`config.mk`:
```
export PLATFORM = sky130hd
export DESIGN_NAME = cpreg_port
export DESIGN_NICKNAME = d
export VERILOG_FILES = /design/src/rtl/cpreg_pkg.sv /design/src/rtl/cpreg_strobe_sync.sv /design/src/rtl/cpreg_color_bank.sv /design/src/rtl/cpreg_read_mux.sv /design/src/rtl/cpreg_port.sv
export SDC_FILE = /design/constraint.sdc
export NUM_CORES = 1
export LEC_CHECK = 0
export BUFFER_PORTS_ARGS = -buffer_cell sky130_fd_sc_hd__buf_2
export CORE_ASPECT_RATIO = 1.1
export CORE_MARGIN = 3
export CORE_UTILIZATION = 53
export DETAILED_ROUTE_END_ITERATION = 10
export PLACE_DENSITY = 0.8
export SLEW_MARGIN = 20
export SYNTH_ARGS = -nofsm -noshare
export SYNTH_HDL_FRONTEND = slang
export SYNTH_SLANG_ARGS = --single-unit
export TNS_END_PERCENT = 10
```
`constraint.sdc`:
```
create_clock -name clk_i -period 2.4 [get_ports clk_i]
set_input_delay 0.24 -clock clk_i [delete_from_list [all_inputs] [get_ports clk_i]]
set_output_delay 0.24 -clock clk_i [all_outputs]
set_load 0.01 [all_outputs]
```
`src/rtl/cpreg_pkg.sv`:
```
package cpreg_pkg;
  localparam int AW  = 3;
  localparam int CPW = 2;

  typedef enum logic [AW-1:0] {
    ADR_CFG   = 3'd0,
    ADR_CFG2  = 3'd1,
    ADR_GAIN  = 3'd2,
    ADR_ODD   = 3'd3,
    ADR_EVEN  = 3'd4,
    ADR_INOFS = 3'd5,
    ADR_RSVD  = 3'd6,
    ADR_BAYER = 3'd7
  } addr_e;

  typedef enum logic [CPW-1:0] {
    COL_RED   = 2'd0,
    COL_GREEN = 2'd1,
    COL_BLUE  = 2'd2,
    COL_NONE  = 2'd3
  } color_e;
endpackage

```
`src/rtl/cpreg_strobe_sync.sv`:
```
module cpreg_strobe_sync
  import cpreg_pkg::*;
#(
  parameter int DW = 8
) (
  input  logic          clk_i,
  input  logic          rst_ni,
  input  logic          cs_ni,
  input  logic          wr_ni,
  input  logic [AW-1:0] addr_i,
  input  logic [DW-1:0] data_i,
  output logic          wr_pulse_o,
  output logic [AW-1:0] wr_addr_o,
  output logic [DW-1:0] wr_data_o
);
  logic          cs_s, wr_s, wr_d;
  logic [AW-1:0] addr_s;
  logic [DW-1:0] data_s;

  always_ff @(posedge clk_i or negedge rst_ni) begin
    if (!rst_ni) begin
      cs_s   <= 1'b1;
      wr_s   <= 1'b1;
      wr_d   <= 1'b1;
      addr_s <= '0;
      data_s <= '0;
    end else begin
      cs_s   <= cs_ni;
      wr_s   <= wr_ni;
      wr_d   <= wr_s;
      addr_s <= addr_i;
      data_s <= data_i;
    end
  end

  assign wr_pulse_o = wr_s & ~wr_d & ~cs_s;
  assign wr_addr_o  = addr_s;
  assign wr_data_o  = data_s;
endmodule

```
`src/rtl/cpreg_color_bank.sv`:
```
module cpreg_color_bank
  import cpreg_pkg::*;
#(
  parameter int DW = 8,
  parameter int NC = 3
) (
  input  logic           clk_i,
  input  logic           rst_ni,
  input  logic           we_i,
  input  logic [CPW-1:0] sel_i,
  input  logic [DW-1:0]  wdata_i,
  output logic [NC*DW-1:0] q_o
);
  for (genvar c = 0; c < NC; c++) begin : g_col
    logic [DW-1:0] r;
    always_ff @(posedge clk_i or negedge rst_ni) begin
      if (!rst_ni) r <= '0;
      else if (we_i && (sel_i == CPW'(c))) r <= wdata_i;
    end
    assign q_o[c*DW +: DW] = r;
  end
endmodule

```
`src/rtl/cpreg_read_mux.sv`:
```
module cpreg_read_mux
  import cpreg_pkg::*;
#(
  parameter int DW = 8,
  parameter int NC = 3
) (
  input  logic             rd_act_i,
  input  logic [AW-1:0]    addr_i,
  input  logic [CPW-1:0]   cptr_i,
  input  logic [DW-1:0]    cfg_i,
  input  logic [DW-1:0]    cfg2_i,
  input  logic [DW-1:0]    bayer_i,
  input  logic [NC*DW-1:0] gain_i,
  input  logic [NC*DW-1:0] odd_i,
  input  logic [NC*DW-1:0] even_i,
  input  logic [NC*DW-1:0] inofs_i,
  output logic [DW-1:0]    data_o
);
  logic          ptr_ok;
  logic [DW-1:0] sel_gain, sel_odd, sel_even, sel_inofs, word;

  assign ptr_ok = (int'(cptr_i) < NC);

  always_comb begin
    sel_gain  = '0;
    sel_odd   = '0;
    sel_even  = '0;
    sel_inofs = '0;
    for (int c = 0; c < NC; c++) begin
      if (ptr_ok && (int'(cptr_i) == c)) begin
        sel_gain  = gain_i[c*DW +: DW];
        sel_odd   = odd_i[c*DW +: DW];
        sel_even  = even_i[c*DW +: DW];
        sel_inofs = inofs_i[c*DW +: DW];
      end
    end
  end

  always_comb begin
    case (addr_e'(addr_i))
      ADR_CFG:   word = cfg_i;
      ADR_CFG2:  word = cfg2_i;
      ADR_GAIN:  word = sel_gain;
      ADR_ODD:   word = sel_odd;
      ADR_EVEN:  word = sel_even;
      ADR_INOFS: word = sel_inofs;
      ADR_BAYER: word = bayer_i;
      default:   word = '0;
    endcase
  end

  assign data_o = rd_act_i ? word : '0;
endmodule

```
`src/rtl/cpreg_port.sv`:
```
module cpreg_port
  import cpreg_pkg::*;
#(
  parameter int DW = 8,
  parameter int NC = 3
) (
  input  logic             clk_i,
  input  logic             rst_ni,
  input  logic             cs_ni,
  input  logic             rd_ni,
  input  logic             wr_ni,
  input  logic [AW-1:0]    addr_i,
  input  logic [DW-1:0]    data_i,
  output logic [DW-1:0]    data_o,
  output logic             data_oe_o,
  output logic [DW-1:0]    cfg_o,
  output logic [DW-1:0]    cfg2_o,
  output logic [DW-1:0]    bayer_o,
  output logic [NC*DW-1:0] gain_o,
  output logic [NC*DW-1:0] odd_ofs_o,
  output logic [NC*DW-1:0] even_ofs_o,
  output logic [NC*DW-1:0] in_ofs_o,
  output logic [CPW-1:0]   color_ptr_o,
  output logic [2:0]       scale_sel_o,
  output logic [2:0]       width_sel_o,
  output logic             mult_bypass_o,
  output logic             sub_bypass_o
);
  localparam int BW = NC * DW;

  logic          wr_pulse;
  logic [AW-1:0] wr_addr;
  logic [DW-1:0] wr_data;
  logic [DW-1:0] cfg_q, cfg2_q, bayer_q;
  logic [BW-1:0] gain_q, odd_q, even_q, inofs_q;
  logic [CPW-1:0] cptr;
  logic          we_gain, we_odd, we_even, we_inofs;
  logic          rd_act;

  cpreg_strobe_sync #(.DW(DW)) u_sync (
    .clk_i      (clk_i),
    .rst_ni     (rst_ni),
    .cs_ni      (cs_ni),
    .wr_ni      (wr_ni),
    .addr_i     (addr_i),
    .data_i     (data_i),
    .wr_pulse_o (wr_pulse),
    .wr_addr_o  (wr_addr),
    .wr_data_o  (wr_data)
  );

  always_ff @(posedge clk_i or negedge rst_ni) begin
    if (!rst_ni) begin
      cfg_q   <= '0;
      cfg2_q  <= '0;
      bayer_q <= '0;
    end else if (wr_pulse) begin
      case (addr_e'(wr_addr))
        ADR_CFG:   cfg_q   <= wr_data;
        ADR_CFG2:  cfg2_q  <= wr_data;
        ADR_BAYER: bayer_q <= wr_data;
        default:   ;
      endcase
    end
  end

  assign cptr = cfg_q[DW-1 -: CPW];

  always_comb begin
    we_gain  = wr_pulse && (wr_addr == ADR_GAIN);
    we_odd   = wr_pulse && (wr_addr == ADR_ODD);
    we_even  = wr_pulse && (wr_addr == ADR_EVEN);
    we_inofs = wr_pulse && (wr_addr == ADR_INOFS);
  end

  cpreg_color_bank #(.DW(DW), .NC(NC)) u_gain (
    .clk_i(clk_i), .rst_ni(rst_ni), .we_i(we_gain),
    .sel_i(cptr), .wdata_i(wr_data), .q_o(gain_q));
  cpreg_color_bank #(.DW(DW), .NC(NC)) u_odd (
    .clk_i(clk_i), .rst_ni(rst_ni), .we_i(we_odd),
    .sel_i(cptr), .wdata_i(wr_data), .q_o(odd_q));
  cpreg_color_bank #(.DW(DW), .NC(NC)) u_even (
    .clk_i(clk_i), .rst_ni(rst_ni), .we_i(we_even),
    .sel_i(cptr), .wdata_i(wr_data), .q_o(even_q));
  cpreg_color_bank #(.DW(DW), .NC(NC)) u_inofs (
    .clk_i(clk_i), .rst_ni(rst_ni), .we_i(we_inofs),
    .sel_i(cptr), .wdata_i(wr_data), .q_o(inofs_q));

  assign rd_act = ~cs_ni & ~rd_ni;

  cpreg_read_mux #(.DW(DW), .NC(NC)) u_rmux (
    .rd_act_i (rd_act),
    .addr_i   (addr_i),
    .cptr_i   (cptr),
    .cfg_i    (cfg_q),
    .cfg2_i   (cfg2_q),
    .bayer_i  (bayer_q),
    .gain_i   (gain_q),
    .odd_i    (odd_q),
    .even_i   (even_q),
    .inofs_i  (inofs_q),
    .data_o   (data_o)
  );

  assign data_oe_o     = rd_act;
  assign cfg_o         = cfg_q;
  assign cfg2_o        = cfg2_q;
  assign bayer_o       = bayer_q;
  assign gain_o        = gain_q;
  assign odd_ofs_o     = odd_q;
  assign even_ofs_o    = even_q;
  assign in_ofs_o      = inofs_q;
  assign color_ptr_o   = cptr;
  assign scale_sel_o   = cfg_q[2:0];
  assign width_sel_o   = cfg_q[5:3];
  assign mult_bypass_o = (cfg_q[2:0] == 3'd0);
  assign sub_bypass_o  = (cfg_q[5:3] == 3'd0);
endmodule

```
# ---- Yosys cells after proc, flatten, opt, wreduce, memory -nomap -nowiden
# Index checks and enable logic that the tools add are counted.
dict set report classes {
  magnitude_cmp 1
  eq_ne 16
  n_mux 14
  n_bitwise 7
  reduce_logical 28
}
# op n
set op_table {}
lappend op_table {{8-bit 2-to-1 mux} 13}
lappend op_table {{8-bit one-hot mux with 7 select lines} 1}
lappend op_table {{1-bit logical AND} 19}
lappend op_table {{3-bit equality test, second input constant} 6}
lappend op_table {{3-bit by 2-bit equality test with 1-bit output, second input constant} 4}
lappend op_table {{3-bit zero test} 4}
lappend op_table {{2-bit equality test, second input constant} 3}
lappend op_table {{3-bit by 1-bit equality test with 1-bit output, second input constant} 2}
lappend op_table {{2-bit AND reduction} 3}
lappend op_table {{2-bit zero test} 2}
lappend op_table {{1-bit inverter} 4}
lappend op_table {{1-bit bitwise AND} 3}
lappend op_table {{2-bit by 1-bit equality test with 1-bit output, second input constant} 1}
lappend op_table {{2-bit less-than comparator, second input constant} 1}
dict set report word_totals {
  regBits 134
  in_bits 16
  output_inout_bits 139
  wordCells 86
}

# ---- Longest topological paths before layout
dict set report logic_depth {
  depth_word 7
  depth_mapped 7
  depth_no_buf 4
}

# ---- Hierarchy
# A second synthesis with hierarchy kept.
dict set report hier_totals {
  cells_unflattened 449
  area_unflattened_um2 6251.0
}
# mod instances cells_each area_each_um2 seq_area_each_um2
set by_module_without_submodules {}
lappend by_module_without_submodules {cpreg_color_bank 4 51 912.1 600.6}
lappend by_module_without_submodules {cpreg_read_mux 1 161 1204.9 0.0}
lappend by_module_without_submodules {cpreg_port 1 69 1031.0 600.6}
lappend by_module_without_submodules {cpreg_strobe_sync 1 15 366.6 354.1}

# ---- Least setup slack after synthesis
# Ideal clock, no wire load.
dict set report synth_timing {
  kind {register to output}
  from {register cfg_q[7] (netlist: cfg_o[7])}
  to {output data_o[0]}
  arrival_ns 1.635
  required_time_ns 2.160
  path_slack_ns 0.525
  stages_incl_launch_ff 8
  path_buffers 3
  path_cell_list {dfrtp_1 -> clkbuf_1 -> nor2b_1 -> buf_2 -> buf_2 -> o2bb2ai_1 -> o211ai_1 -> a31oi_1}
}
dict set report synth_via {
  elab_chain_cells 7
  word_cells_on_any_way 21
  classes_between {1 x order compare; 2 x eq/ne; 14 x mux; 4 x reduce/logical}
}
# item line_no
set synth_rtl {}
lappend synth_rtl {{start, declared} cpreg_port.sv:34} ;# logic [DW-1:0] cfg_q, cfg2_q, bayer_q;
lappend synth_rtl {{start signal, assigned} cpreg_port.sv:59} ;# ADR_CFG: cfg_q <= wr_data;
lappend synth_rtl {{2-bit less-than comparator or 2-bit zero test (tied branches)} {cpreg_read_mux.sv:22, cpreg_read_mux.sv:30}}
lappend synth_rtl {{1-bit logical AND} cpreg_read_mux.sv:30} ;# if (ptr_ok && (int'(cptr_i) == c)) begin
lappend synth_rtl {{8-bit 2-to-1 mux (3 in series)} cpreg_read_mux.sv:30}
lappend synth_rtl {{8-bit one-hot mux with 7 select lines (*)} cpreg_read_mux.sv:40} ;# case (addr_e'(addr_i))
lappend synth_rtl {{8-bit 2-to-1 mux (*)} cpreg_read_mux.sv:52} ;# assign data_o = rd_act_i ? word : '0;
lappend synth_rtl {{end, declared} cpreg_port.sv:14} ;# output logic [DW-1:0] data_o,
# Mark *: on every way between the ends. The rest lies on a longest branch, timed or not.

# ---- Final worst setup path
dict set report layout_timing {
  from {register cfg_q[6] (netlist: cfg_o[6])}
  to {output data_o[1]}
}
# Same word-level chain as after synthesis.

==> run metrics <==
die area 0.01290 mm^2; Final WS setup -0.07800 ns; Leakage 4.046 nW; clock buffer depth 2; share of cells above drive strength 1 54.45%; WP data required 2.16 ns; CTS root buf clkbuf_16; WL/cell 23.48 um; Post-route DRC 0; RD Place Congestion 0.9452; f_max 403.6 MHz; Synth Instances 467; vias in the first global route 4853; delay-heaviest family, CP compound AO/OA/AOI/OAI gates; Post-synth EDFFs 0; first-pass GRT wire length 27600 um; reg-to-reg slack, setup 0.33 ns; n_diodes 0; min cycle time layout 2.478 ns; pwr dens 884.5 mW/mm^2; Ports 155; Pre-antenna DRT Iters 7; total track usage 28.89%; max-slew violation count 0; CP Max Fanout 14; Synth Area per Inst 13.13 um^2; CTS tree yes; CP bufs+invs 3; Skew-Pair Late Insertion Delay 0.42 ns; sequential-to-total area share from yosys stat 54.73%; row cnt 40; CTS Buf Count 17; commonest non-fill, non-tap cell in the layout buf_2; DP HPWL 12400 um; worst path cell trace buf_12, buf_4, mux2i_1, o2bb2ai_1, o211ai_1, a31oi_1, buf_2; Yosys warnings 0; Post-DRT Antenna Nets 0; Final Hold Viols 0; CP arrival 2.24 ns; Nets 655; Multi-input gate area 0.002587 mm^2; GRT overflow 0; final wirelength 18760 um; Setup crit start kind flop; worst ir drop on vdd 0.0005300 V; Primary FF master, synth dfrtp_1; asr flop ratio synth 100.0%; most frequent cells in the layout buf_2, dfrtp_1, mux2_2, mux2i_1, buf_4; Finished Layout Cells 799; Core ar. 0.01111 mm^2; I/O Buffers 154; CTS clk-pin slew, worst paths 0.06 ns; final setup fails 2; final setup skew 0.007698 ns; count of cell types in the netlist 31; Die Height 118.8 um; Netlist Area Pre-Place 0.006133 mm^2; Tcrit/Tclk final 103.3%; Placed Cells 741; RSZ-0062 raised after global routing yes; Crit. End Element output port; initial antenna violation count 0; register area 0.003359 mm^2; Initial Util 55.20%; status finished with violations; CP max stage delay 0.47 ns; largest net degree at the start of global routing 52; worst-margin pin slew 0.6989 ns; DRT iter0 DRCs 378; Crit Path Category reg2out; vias per inst 6.091; CTS sink cnt 134; Syn Nets 483; Rel. slew slack 53.41%; die width 108.6 um; CP max-delay cell dfrtp_2; FF+latch count, synth 134; Hold Crit Class in2reg; Fillers 735; H-tree levels 4; Fin Setup TNS -0.1100 ns; failing checks setup timing; DR vias 4867; Max Cap Viol 0; Syn-to-layout area delta 29.72%
cells by family (layout without fill, tap and decap cells):
| group | count (synthesis) | after routing | synth area share, % |
|---|---|---|---|
| buffers and inverters | 50 | 235 | 3.815 |
| and+or+nand+nor | 64 | 64 | 5.712 |
| muxes | 160 | 160 | 28.64 |
| DFF | 134 | 134 | 54.73 |
| AOI/OAI and AO/OA | 59 | 59 | 7.099 |
cells in the mapped netlist, drive strengths merged (8+ instances only):
master   count  area share [%]
o221ai      10             1.4
nand2       14             1.1
inv         11            0.67
o2bb2ai      8             1.1
o21ai       12            0.98
o211ai       8            0.98
clkbuf      21             1.3
nor2        16            0.98
mux2i       36             5.9
dfrtp      131              53
nor3         8            0.65
mux2       124              23
buf         18             1.9
a31oi       10             1.0
final timing paths:
kind                                                     end             startpoint  cells past startpoint
min in group asynchronous   u_gain.g_col[2].r[1]$_DFFE_PN0P_                 rst_ni                      2
min                            u_sync.wr_addr_o[2]$_DFF_PN0_              addr_i[2]                      1
min reg2reg                            u_sync.wr_d$_DFF_PN1_  u_sync.wr_s$_DFF_PN1_                      0
max in group asynchronous  u_inofs.g_col[1].r[0]$_DFFE_PN0P_                 rst_ni                      3
max                                                data_o[1]   cfg_o[6]$_DFFE_PN0P_                      7
max reg2reg                 u_even.g_col[0].r[4]$_DFFE_PN0P_  u_sync.wr_s$_DFF_PN1_                      4
flip-flops by register name, indices dropped and copies added, names as in the netlist, 3 cells and up:
name              flops
u_gain.g_col.r       24
bayer_o               8
u_inofs.g_col.r      24
u_even.g_col.r       24
u_odd.g_col.r        24
cfg_o                 8
u_sync.wr_addr_o      3
cfg2_o                8
u_sync.wr_data_o      8
stage by stage:
stage	worst slack (ns)	hold WS, ns	cell area (um^2)	power [mW]	utilization [%]
final	-0.07800	0.08079	7956	7.037	71.61
after global routing	-0.1015	0.07333	7956	7.274	71.61
after CTS	0.0008140	0.05784	7772	6.897	69.96
after detailed placement	0.2513	0.3214	7027	4.200	63.24
after global placement	0.3032	0.3171	7027	4.160	63.24
after floorplan	0.5253	-0.05559	6133	3.576	-
worst register-to-register path: stages (launching register included):
cell	delay, ns
dfstp_2	0.56
or4b_4	0.51
nor2_1	0.31
nand2_2	0.24
mux2_2	0.34
report_power, final:
group	total [mW]	switching (mW)	internal, mW
Clock	2.68	0.963	1.72
Sequential	2.83	0.293	2.54
Combinational	1.52	0.787	0.736
per-layer routing:
layer  part of all wire, %  up-vias  GRT usage (%)
met3                    10       63          9.268
met1                    38     2420          37.51
met5                     0        -              0
met2                    48      338          44.98
li1                      -     2046              -
met4                   3.4        0          11.44
final cells by class:
| class | count | share of cell area, % |
|---|---|---|
| Inverter | 11 | 0.5189 |
| Timing Repair Buffer | 192 | 14.69 |
| Clock inverter | 7 | 1.132 |
| Multi-Input combinational cell | 283 | 32.52 |
| Sequential cell | 134 | 42.22 |
| Tap cell | 147 | 2.312 |
| Clock buffer | 25 | 6.605 |
repair_timing:
action                     CTS  global route
cloned                       0             1
resized for setup            4            12
pin swaps                    3             5
hold endpoints to repair    57             0
setup endpoints to repair    8             8
buffers inserted             1            13
hold buffers                11             0
(Power assumes the default switching activity.)
